### config.mk
export PLATFORM = sky130hd
export DESIGN_NAME = ecc_ram_wrap
export DESIGN_NICKNAME = d
export VERILOG_FILES = /design/src/rtl/ecc_ram_pkg.sv /design/src/rtl/secded_enc.sv /design/src/rtl/secded_dec.sv /design/src/rtl/ecc_ram_array.sv /design/src/rtl/init_seq.sv /design/src/rtl/ecc_ram_wrap.sv
export SDC_FILE = /design/constraint.sdc
export NUM_CORES = 2
export LEC_CHECK = 0
export CELL_PAD_IN_SITES_DETAIL_PLACEMENT = 1
export CELL_PAD_IN_SITES_GLOBAL_PLACEMENT = 2
export CORE_MARGIN = 3
export CORE_UTILIZATION = 25
export DETAILED_ROUTE_END_ITERATION = 8
export DONT_BUFFER_PORTS = 1
export PLACE_DENSITY = 0.41
export SYNTH_ARGS = -nofsm -noshare
export SYNTH_HDL_FRONTEND = slang
export SYNTH_HIERARCHICAL = 1
export SYNTH_SLANG_ARGS = --single-unit
### constraint.sdc
create_clock -name clk -period 6.06 [get_ports clk]
set_input_delay 0.606 -clock clk [delete_from_list [all_inputs] [get_ports clk]]
set_output_delay 0.606 -clock clk [all_outputs]
set_load 0.02 [all_outputs]
### src/rtl/ecc_ram_pkg.sv
package ecc_ram_pkg;
  localparam int DATA_W    = 32;
  localparam int CHK_W     = 7;
  localparam int HAM_W     = 6;
  localparam int CODE_LAST = 38;

  typedef enum logic [1:0] {
    TM_NORMAL    = 2'd0,
    TM_RAW_DATA  = 2'd1,
    TM_RAW_CHECK = 2'd2,
    TM_NORMAL_B  = 2'd3
  } tmode_e;

  // Hamming part of the check field: XOR of the positions of all set data bits
  function automatic logic [HAM_W-1:0] ham_bits(input logic [DATA_W-1:0] d);
    logic [HAM_W-1:0] acc;
    int k;
    acc = '0;
    k = 0;
    for (int p = 1; p <= CODE_LAST; p++) begin
      if ((p & (p - 1)) != 0) begin
        if (d[k]) acc = acc ^ p[HAM_W-1:0];
        k++;
      end
    end
    return acc;
  endfunction

  // Data bit to invert for a given syndrome (zero when it names a check bit)
  function automatic logic [DATA_W-1:0] flip_mask(input logic [HAM_W-1:0] syn);
    logic [DATA_W-1:0] m;
    int k;
    m = '0;
    k = 0;
    for (int p = 1; p <= CODE_LAST; p++) begin
      if ((p & (p - 1)) != 0) begin
        if (syn == p[HAM_W-1:0]) m[k] = 1'b1;
        k++;
      end
    end
    return m;
  endfunction
endpackage

### src/rtl/secded_enc.sv
module secded_enc
  import ecc_ram_pkg::*;
(
  input  logic [DATA_W-1:0] data,
  output logic [CHK_W-1:0]  chk
);
  logic [HAM_W-1:0] ham;
  always_comb begin
    ham = ham_bits(data);
    chk = {(^data) ^ (^ham), ham};
  end
endmodule

### src/rtl/secded_dec.sv
module secded_dec
  import ecc_ram_pkg::*;
(
  input  logic              check_en,
  input  logic [DATA_W-1:0] data_in,
  input  logic [CHK_W-1:0]  chk_in,
  output logic [DATA_W-1:0] data_out,
  output logic              single_err,
  output logic              double_err
);
  logic [HAM_W-1:0] syn;
  logic             par;

  always_comb begin
    syn        = ham_bits(data_in) ^ chk_in[HAM_W-1:0];
    par        = (^data_in) ^ (^chk_in);
    data_out   = data_in;
    single_err = 1'b0;
    double_err = 1'b0;
    if (check_en) begin
      if (par) begin
        if (int'(syn) <= CODE_LAST) begin
          single_err = 1'b1;
          data_out   = data_in ^ flip_mask(syn);
        end else begin
          double_err = 1'b1;
        end
      end else if (syn != '0) begin
        double_err = 1'b1;
      end
    end
  end
endmodule

### src/rtl/ecc_ram_array.sv
module ecc_ram_array
  import ecc_ram_pkg::*;
#(
  parameter int ADDR_W = 6
) (
  input  logic              clk,
  input  logic              we_data,
  input  logic              we_chk,
  input  logic [ADDR_W-1:0] waddr,
  input  logic [DATA_W-1:0] wdata,
  input  logic [CHK_W-1:0]  wchk,
  input  logic              re,
  input  logic [ADDR_W-1:0] raddr,
  output logic [DATA_W-1:0] rdata,
  output logic [CHK_W-1:0]  rchk
);
  localparam int DEPTH = 1 << ADDR_W;

  logic [DATA_W-1:0] data_mem [DEPTH];
  logic [CHK_W-1:0]  chk_mem  [DEPTH];

  always_ff @(posedge clk) begin
    if (we_data) data_mem[waddr] <= wdata;
    if (we_chk)  chk_mem[waddr]  <= wchk;
  end

  always_ff @(posedge clk) begin
    if (re) begin
      rdata <= data_mem[raddr];
      rchk  <= chk_mem[raddr];
    end
  end
endmodule

### src/rtl/init_seq.sv
module init_seq #(
  parameter int ADDR_W = 6
) (
  input  logic              clk,
  input  logic              rst_n,
  input  logic              start,
  output logic              busy,
  output logic [ADDR_W-1:0] addr,
  output logic              done
);
  localparam logic [ADDR_W-1:0] LAST = '1;

  always_ff @(posedge clk) begin
    if (!rst_n) begin
      busy <= 1'b0;
      addr <= '0;
      done <= 1'b0;
    end else if (busy) begin
      if (addr == LAST) begin
        busy <= 1'b0;
        done <= 1'b1;
      end else begin
        addr <= addr + 1'b1;
      end
    end else if (start) begin
      busy <= 1'b1;
      addr <= '0;
    end
  end

  AST_SWEEP_STEP: assert property (@(posedge clk) disable iff (!rst_n)
    (busy && addr != LAST) |=> (busy && addr == $past(addr) + 1'b1));
  AST_SWEEP_END: assert property (@(posedge clk) disable iff (!rst_n)
    (busy && addr == LAST) |=> (!busy && done));
  AST_DONE_STICKY: assert property (@(posedge clk) disable iff (!rst_n)
    done |=> done);
endmodule

### src/rtl/ecc_ram_wrap.sv
module ecc_ram_wrap
  import ecc_ram_pkg::*;
#(
  parameter int ADDR_W = 6
) (
  input  logic              clk,
  input  logic              rst_n,
  input  logic              req_valid,
  output logic              req_ready,
  input  logic              req_write,
  input  logic [ADDR_W-1:0] req_addr,
  input  logic [31:0]       req_wdata,
  input  logic [1:0]        test_mode,
  input  logic              init_start,
  output logic              init_done,
  output logic              rsp_valid,
  output logic [31:0]       rsp_rdata,
  output logic              err_corr,
  output logic              err_uncorr
);
  logic              sweep_busy;
  logic [ADDR_W-1:0] sweep_addr;
  logic              take;
  tmode_e            cur_mode;
  tmode_e            rd_mode_q;
  logic              rsp_q;

  logic [DATA_W-1:0] enc_in;
  logic [CHK_W-1:0]  enc_chk;
  logic              we_data, we_chk;
  logic [ADDR_W-1:0] waddr;
  logic [DATA_W-1:0] wdata;
  logic [CHK_W-1:0]  wchk;
  logic [DATA_W-1:0] arr_data;
  logic [CHK_W-1:0]  arr_chk;
  logic [DATA_W-1:0] dec_data;
  logic              dec_single, dec_double, check_en;

  init_seq #(.ADDR_W(ADDR_W)) i_init_seq (
    .clk   (clk),
    .rst_n (rst_n),
    .start (init_start),
    .busy  (sweep_busy),
    .addr  (sweep_addr),
    .done  (init_done)
  );

  assign req_ready = !sweep_busy;
  assign take      = req_valid && req_ready;
  assign cur_mode  = tmode_e'(test_mode);

  // write port: the sweep owns it while running
  always_comb begin
    enc_in  = sweep_busy ? '0 : req_wdata;
    waddr   = sweep_busy ? sweep_addr : req_addr;
    wdata   = enc_in;
    we_data = sweep_busy || (take && req_write && cur_mode != TM_RAW_CHECK);
    we_chk  = sweep_busy || (take && req_write && cur_mode != TM_RAW_DATA);
    wchk    = (!sweep_busy && cur_mode == TM_RAW_CHECK) ? req_wdata[CHK_W-1:0] : enc_chk;
  end

  secded_enc i_enc (
    .data (enc_in),
    .chk  (enc_chk)
  );

  ecc_ram_array #(.ADDR_W(ADDR_W)) i_array (
    .clk     (clk),
    .we_data (we_data),
    .we_chk  (we_chk),
    .waddr   (waddr),
    .wdata   (wdata),
    .wchk    (wchk),
    .re      (take && !req_write),
    .raddr   (req_addr),
    .rdata   (arr_data),
    .rchk    (arr_chk)
  );

  always_ff @(posedge clk) begin
    if (!rst_n) begin
      rsp_q     <= 1'b0;
      rd_mode_q <= TM_NORMAL;
    end else begin
      rsp_q <= take && !req_write;
      if (take && !req_write) rd_mode_q <= cur_mode;
    end
  end

  assign check_en = (rd_mode_q == TM_NORMAL) || (rd_mode_q == TM_NORMAL_B);

  secded_dec i_dec (
    .check_en   (check_en),
    .data_in    (arr_data),
    .chk_in     (arr_chk),
    .data_out   (dec_data),
    .single_err (dec_single),
    .double_err (dec_double)
  );

  assign rsp_valid  = rsp_q;
  assign rsp_rdata  = (rd_mode_q == TM_RAW_CHECK) ? {{(DATA_W-CHK_W){1'b0}}, arr_chk} : dec_data;
  assign err_corr   = rsp_q && dec_single;
  assign err_uncorr = rsp_q && dec_double;

  AST_SWEEP_BLOCKS: assert property (@(posedge clk) disable iff (!rst_n)
    (init_start && req_ready) |=> !req_ready);
  AST_READ_RSP: assert property (@(posedge clk) disable iff (!rst_n)
    (req_valid && req_ready && !req_write) |=> rsp_valid);
  AST_NO_SPURIOUS_RSP: assert property (@(posedge clk) disable iff (!rst_n)
    !(req_valid && req_ready && !req_write) |=> !rsp_valid);
  AST_FLAGS_EXCL: assert property (@(posedge clk) disable iff (!rst_n)
    !(err_corr && err_uncorr));
  AST_FLAGS_WITH_RSP: assert property (@(posedge clk) disable iff (!rst_n)
    (err_corr || err_uncorr) |-> rsp_valid);
  AST_RAW_NO_FLAGS: assert property (@(posedge clk) disable iff (!rst_n)
    (req_valid && req_ready && !req_write && (test_mode == 2'd1 || test_mode == 2'd2))
    |=> (!err_corr && !err_uncorr));
  AST_RAWCHK_UPPER_ZERO: assert property (@(posedge clk) disable iff (!rst_n)
    (req_valid && req_ready && !req_write && test_mode == 2'd2)
    |=> (rsp_rdata[31:7] == '0));
endmodule

Yosys cells after proc, flatten, opt, wreduce, memory -nomap -nowiden
Memory sizes are Yosys's and may differ from the RTL's. A register that Yosys moved wholly into a read port is not among the register bits.
Index checks and enable logic that the tools add are counted.
{"block": "op_classes", "eq_ne": 39, "order_cmp": 63, "muxes": 371, "n_bitwise": 97, "n_addsub": 31, "n_reduce_logical": 53}
{"op": "$mux W32", "n": 222}
{"op": "$ge A32 B1 Y1 const B", "n": 31}
{"op": "$lt A32 B7 Y1 const B", "n": 31}
{"op": "$add A32 B2 Y32 const B", "n": 30}
{"op": "$or A32 B32 Y32", "n": 30}
{"op": "$demux W1 S5", "n": 31}
{"op": "$mux W5", "n": 30}
{"op": "$mux W6", "n": 16}
{"op": "$eq A6 B5 Y1 const B", "n": 15}
{"op": "$not A3 Y3", "n": 26}
{"op": "$reduce_xor A32 Y1", "n": 2}
{"op": "$mux W4", "n": 14}
{"op": "$mux W1", "n": 49}
{"op": "$not A2 Y2", "n": 24}
{"op": "$eq A6 B4 Y1 const B", "n": 7}
{"op": "$eq A6 B6 Y1 const B", "n": 7}
{"op": "$not A4 Y4", "n": 10}
{"op": "$logic_and A1 B1 Y1", "n": 39}
{"op": "$or A1 B32 Y32", "n": 1}
{"op": "$xor A32 B32 Y32", "n": 1}
{"op": "$eq A6 B3 Y1 const B", "n": 3}
{"op": "$mux W3", "n": 6}
{"op": "$not A5 Y5", "n": 2}
{"op": "$mux W7", "n": 1}
{"op": "other kinds (17)", "n": 26}
{"block": "word_totals", "output_inout_bits": 37, "word_cells": 661, "ram_bits": 2496, "memories": 2, "reg_bits": 11, "inputBits": 45}
{"memory": "i_array.data_mem", "depth": 64, "width": 32, "rd": 1, "rd_ports_with_merged_regs": 1, "wr": 1, "line": "ecc_ram_array.sv:19", "text": "logic [DATA_W-1:0] data_mem [DEPTH];"}
{"memory": "i_array.chk_mem", "depth": 64, "width": 7, "rd": 1, "rd_ports_with_merged_regs": 1, "wr": 1, "line": "ecc_ram_array.sv:20", "text": "logic [CHK_W-1:0] chk_mem [DEPTH];"}

Logic depth before layout (Yosys ltp)
{"block": "logic_depth", "ltp_word": 232, "mapped_depth": 11, "ltp_nobuf": 8}

Hierarchy
The synthesis kept the hierarchy.
{"module": "ecc_ram_array", "cells_each": 4109, "area_per_inst_um2": 96784.1, "seq_area_each_um2": 76123.0, "instances": 1}
{"module": "secded_dec", "cells_each": 163, "area_per_inst_um2": 1679.1, "seq_area_each_um2": 0.0, "instances": 1}
{"module": "ecc_ram_wrap", "cells_each": 106, "area_per_inst_um2": 803.3, "seq_area_each_um2": 60.1, "instances": 1}
{"module": "secded_enc", "cells_each": 54, "area_per_inst_um2": 706.9, "seq_area_each_um2": 0.0, "instances": 1}
{"module": "init_seq", "cells_each": 41, "area_per_inst_um2": 390.4, "seq_area_each_um2": 160.2, "instances": 1}

Worst setup path after synthesis
OpenSTA, ideal clock, no wires.
{"block": "synth_path", "path_kind": "reg-to-reg", "from": "reg i_init_seq.busy", "to": "mem i_array.chk_mem[0][6], data pin", "setup_ns": 0.351, "slack_ns": 0.990, "period_less_slack_ns": 5.070, "stages_incl_launch_ff": 10, "path_buffers": 2, "t_arrival_ns": 4.719, "required_ns": 5.709, "cell_sequence": "dfxtp_1 -> buf_2 -> buf_2 -> nor2b_1 -> xnor2_2 -> xnor2_2 -> xnor3_1 -> xnor3_2 -> xnor3_1 -> mux2_2"}
{"block": "synth_via", "word_cells_on_any_way": 70, "cone_classes": "34 x mux; 32 x bitwise; 4 x reduce/logical"}
{"element": "start, declared", "line": "init_seq.sv:7", "text": "output logic busy,"}
{"element": "start signal, assigned", "line": "init_seq.sv:15", "text": "busy <= 1'b0;"}
{"element": "start signal, assigned", "line": "init_seq.sv:20", "text": "busy <= 1'b0;"}
{"element": "start signal, assigned", "line": "init_seq.sv:26", "text": "busy <= 1'b1;"}
{"element": "$mux W32 (*)", "line": "ecc_ram_wrap.sv:54", "text": "enc_in = sweep_busy ? '0 : req_wdata;"}
{"element": "via enc_in[21]", "line": "ecc_ram_wrap.sv:28", "text": "logic [DATA_W-1:0] enc_in;"}
{"element": "$mux W5 (2 in a row)", "line": "ecc_ram_pkg.sv:22", "text": "if (d[k]) acc = acc ^ p[HAM_W-1:0];"}
{"element": "$not A4 Y4 (no line) or $mux W5 (tied branches)"}
{"element": "$mux W5 or $not A4 Y4 (tied branches)"}
{"element": "$mux W5", "line": "ecc_ram_pkg.sv:22"}
{"element": "$not A5 Y5 (no line)"}
{"element": "$mux W5", "line": "ecc_ram_pkg.sv:22"}
{"element": "(+6 left out)"}
{"element": "$not A3 Y3 (no line) or $mux W6 (tied branches)"}
{"element": "$mux W6 or $not A3 Y3 (tied branches)"}
{"element": "$mux W6", "line": "ecc_ram_pkg.sv:22"}
{"element": "$reduce_xor A6 Y1", "line": "secded_enc.sv:10", "text": "chk = {(^data) ^ (^ham), ham};"}
{"element": "$xor A1 B1 Y1 (*)", "line": "secded_enc.sv:10"}
{"element": "via enc_chk[6]", "line": "ecc_ram_wrap.sv:29", "text": "logic [CHK_W-1:0] enc_chk;"}
{"element": "$mux W7 (*)", "line": "ecc_ram_wrap.sv:59", "text": "wchk = (!sweep_busy && cur_mode == TM_RAW_CHECK) ? req_wdata[CHK_W-1:0] : enc_chk;"}
{"element": "via wchk[6]", "line": "ecc_ram_wrap.sv:33", "text": "logic [CHK_W-1:0] wchk;"}
{"element": "end, declared", "line": "ecc_ram_array.sv:20"}
Mark *: on every way through the listed nets, which the timed path passes. The rest lies on a longest branch.

Worst setup path in the final report
{"block": "layout_path", "from": "reg i_array.rdata[28], read port of i_array.data_mem", "to": "out rsp_rdata[21]"}
{"block": "layout_via", "elab_chain_cells": 168, "word_cells_on_any_way": 201, "cone_classes": "1 x order compare; 31 x eq/ne; 132 x mux; 36 x bitwise; 1 x reduce/logical"}
{"element": "start, declared", "line": "ecc_ram_array.sv:14", "text": "output logic [DATA_W-1:0] rdata,"}
{"element": "$mux W6", "line": "ecc_ram_pkg.sv:22"}
{"element": "$not A2 Y2 (no line)"}
{"element": "$mux W6", "line": "ecc_ram_pkg.sv:22"}
{"element": "$not A3 Y3 (no line)"}
{"element": "$mux W6", "line": "ecc_ram_pkg.sv:22"}
{"element": "$not A3 Y3 (no line)"}
{"element": "$mux W6", "line": "ecc_ram_pkg.sv:22"}
{"element": "$xor A6 B6 Y6", "line": "secded_dec.sv:15", "text": "syn = ham_bits(data_in) ^ chk_in[HAM_W-1:0];"}
{"element": "(+153 left out)"}
{"element": "$mux W32", "line": "secded_dec.sv:21", "text": "if (par) begin"}
{"element": "$mux W32", "line": "secded_dec.sv:20", "text": "if (check_en) begin"}
{"element": "$xor A32 B32 Y32", "line": "secded_dec.sv:24", "text": "data_out = data_in ^ flip_mask(syn);"}
{"element": "$mux W32", "line": "secded_dec.sv:22", "text": "if (int'(syn) <= CODE_LAST) begin"}
{"element": "$mux W32 (*)", "line": "secded_dec.sv:21"}
{"element": "$mux W32 (*)", "line": "secded_dec.sv:20"}
{"element": "via dec_data[21]", "line": "ecc_ram_wrap.sv:36", "text": "logic [DATA_W-1:0] dec_data;"}
{"element": "$mux W32 (*)", "line": "ecc_ram_wrap.sv:102", "text": "assign rsp_rdata = (rd_mode_q == TM_RAW_CHECK) ? {{(DATA_W-CHK_W){1'b0}}, arr_chk} : dec_data;"}
{"element": "end, declared", "line": "ecc_ram_wrap.sv:17", "text": "output logic [31:0] rsp_rdata,"}
Mark *: on every way through the listed nets, which the timed path passes. The rest lies on a longest branch. The select of a mux whose other input is x is not followed.

==> run summary <==
shortest period the worst path allows: 5.32 ns
PwrDens: 367 mW/mm²
Top Ports: 82
Worst slew margin: -0.0813
syn nets: 4520
worst setup margin: 0.744 ns
Nets: 4804
post-route cell area: 0.118 mm²
drt drc: 0
worst setup path end: rsp_rdata[21]
vias in the first global route: 51100
DR pass1 iterations: 5
Pleak: 36.7 nW
max cap viols: 0
total CTS buffers: 297
Die W: 640 µm
Syn Area/Cell: 22.4 µm²
sequential share of the synthesized area: 0.761
Final Non-Filler Cells: 10300
RD Place Congestion: 0.716
CTS Buffer Depth: 4
Critical Path AT: 4.71 ns
Tcrit/Tclk final: 0.877
fin util: 0.296
Syn Std Cell Area: 0.100 mm²
pre-CTS setup slack: 0.590 ns
post-CTS sizing: 0
Syn Inst Count: 4473
number of buffers added on ports: 0
Async SR Flop Fraction: 0
Reg2Reg Depth: 9
Final Setup Violations: 0
Initial Util: 0.251
total placed instance area: 0.109 mm²
Inst Count DP: 9707
CP Launch Type: flip-flop
Worst-Skew Late Latency: 0.89 ns
Distinct cells, synth: 70
worst path required time: 5.45 ns
full die area: 0.409 mm²
Crit Path Max Fanout: 13
Routed Antenna Nets: 0
commonest non-fill, non-tap cell in the layout: edfxtp_1
setup tns final: 0 ns
first-pass GRT wire length: 466000 µm
VDD IR max: 0.728 mV
number of synthesized flops with an enable pin: 2535
Tightest Pin Transition: 1.62 ns
synthesized flop and latch total: 2546
most frequent cells in the layout: edfxtp_1, mux4_2, clkbuf_16, buf_4, mux2i_1
Routed WL: 346000 µm
critical path endpoint category: output pin
reg2reg start: i_init_seq/busy
Area growth syn-to-layout: 17.9%
layout cells sized above 1: 0.311
CTS tree: built
Final Skew: 0.0270 ns
drt wl/cell: 33.6 µm
initial drt markers: 4378
Synth Flop Type: edfxtp_1
Final Slew Violations: 48
R2R Setup Slk: 1.60 ns
hold-fix buffer count after cts: 12
total core area: 0.399 mm²
GRT Residual Overflow: 0
worst r2r dst: i_array/chk_mem[54][6]
status: finished, violations left
GRT Total Usage: 0.167
Clock Sinks: 2546
vias: 47900
failing checks: slew limit
Final HPWL DP: 198000 µm
area share of the largest cell type after synthesis: 0.758
post-synth top area cell: edfxtp_1
Hold Violations, Final: 0
largest net degree at the start of global routing: 511
H-tree depth: 5
Synth area leaders: edfxtp_1, mux4_2, mux2_2
# rows: 232
initial antenna violation count: 41
fmax: 188 MHz
Hold Path Class: input port to flip-flop
vias per inst: 4.66
critical path type: flip-flop to output pin
worst setup path startpoint: i_array/rdata[28]
unrepaired setup endpoints after global routing: false
Synthesis Warnings: 6
Clock Pin Slew Worst Setup and Hold Paths: 0.06 ns
Clock Tree Root: clkbuf_16
die height: 640 µm
# Post-CTS Setup Buffers: 0
routing by layer:
layer	up-vias	share of wire	global-route usage
met1	27000	0.45	0.235
met2	1081	0.48	0.277
li1	19500	-	-
met5	-	0.00010	0
met3	335	0.046	0.0226
met4	6	0.018	0.0297
layout make-up:
class	count	area, µm²
inverters	17	76.3
repair buffers	214	2260
clock buffers	374	7980
multi-input cells	1681	23600
fillers	39800	281000
well taps	5265	6590
flip-flops and latches	2546	76300
clock inverters	153	1370
diodes	28	70.1
kinds of logic (layout without fill, tap and decap cells):
group	count (synthesis)	in the layout	share of synthesized area
compound gates	217	217	0.0166
xor+xnor	148	148	0.0179
fa+ha+maj	2	2	0.000249
buf+inv	246	758	0.0127
flops	2546	2546	0.761
mux	918	918	0.171
other cells	0	28	0
simple gates	396	396	0.0205
synth_stat cells, drive strengths merged, types with 3 or more instances:
library cell and n:
a21oi 17, or3b 3, o22ai 71, o22a 11, a211oi 9, buf 151, nor2b 60, or4 21
dfxtp 11, and3 8, xor2 54, xnor2 68, nor4 18, xnor3 25, mux4 626, inv 16
nand2 57, and2 9, a22o 42, o221a 8, mux2i 148, or3 4, nand3 13, nand2b 4
mux2 144, a2111oi 7, a22oi 26, nand4 13, edfxtp 2535, nor2 154, nor3 14, o21ai 15
clkbuf 78, nand3b 12
worst max-delay path, cell delays in order, from the launching register on:
cell,delay [ns]
edfxtp_1,0.78
xnor3_1,0.45
xnor3_1,0.36
nand2_1,0.55
nor3_1,0.40
mux2i_1,0.30
a211oi_1,0.33
xor2_1,0.22
nor2b_1,0.41
registers in the layout (all words and copies together) (netlist names):
name / count
i_array/data_mem: 2048
i_array/chk_mem: 448
i_array/rdata: 32
i_array/rchk: 7
i_init_seq/addr: 6
rd_mode_q: 2
i_init_seq/busy: 1
i_init_seq/done: 1
rsp_valid: 1
stage by stage:
step | total power [mW] | hold slack [ns]
3_3_place_gp | 26.3 | 0.454
4_1_cts | 44.2 | 0.0227
5_1_grt | 45.2 | 0.0749
6_report | 43.5 | 0.133
2_1_floorplan | 24.2 | 0.435
3_5_place_dp | 26.4 | 0.463
where the power goes:
| part | switching (mW) | total (mW) | internal, mW |
|---|---|---|---|
| combinational | 3.51 | 4.81 | 1.30 |
| clock | 7.28 | 17.5 | 10.3 |
| sequential | 0.0844 | 21.1 | 21.0 |
worst min-delay path by stage:
stage | cells after the start | to | slack [ns] | startpoint
global route | 2 | i_init_seq/addr[5] | 0.07 | rst_n
detailed placement | 2 | rd_mode_q[1] | 0.46 | rd_mode_q[1]
floorplan | 2 | rd_mode_q[0] | 0.43 | rd_mode_q[0]
global placement | 2 | rd_mode_q[1] | 0.45 | rd_mode_q[1]
finish | 2 | i_init_seq/addr[3] | 0.13 | rst_n
CTS | 2 | i_init_seq/addr[3] | 0.02 | rst_n
Note: power is estimated with default switching activity, not from simulation.
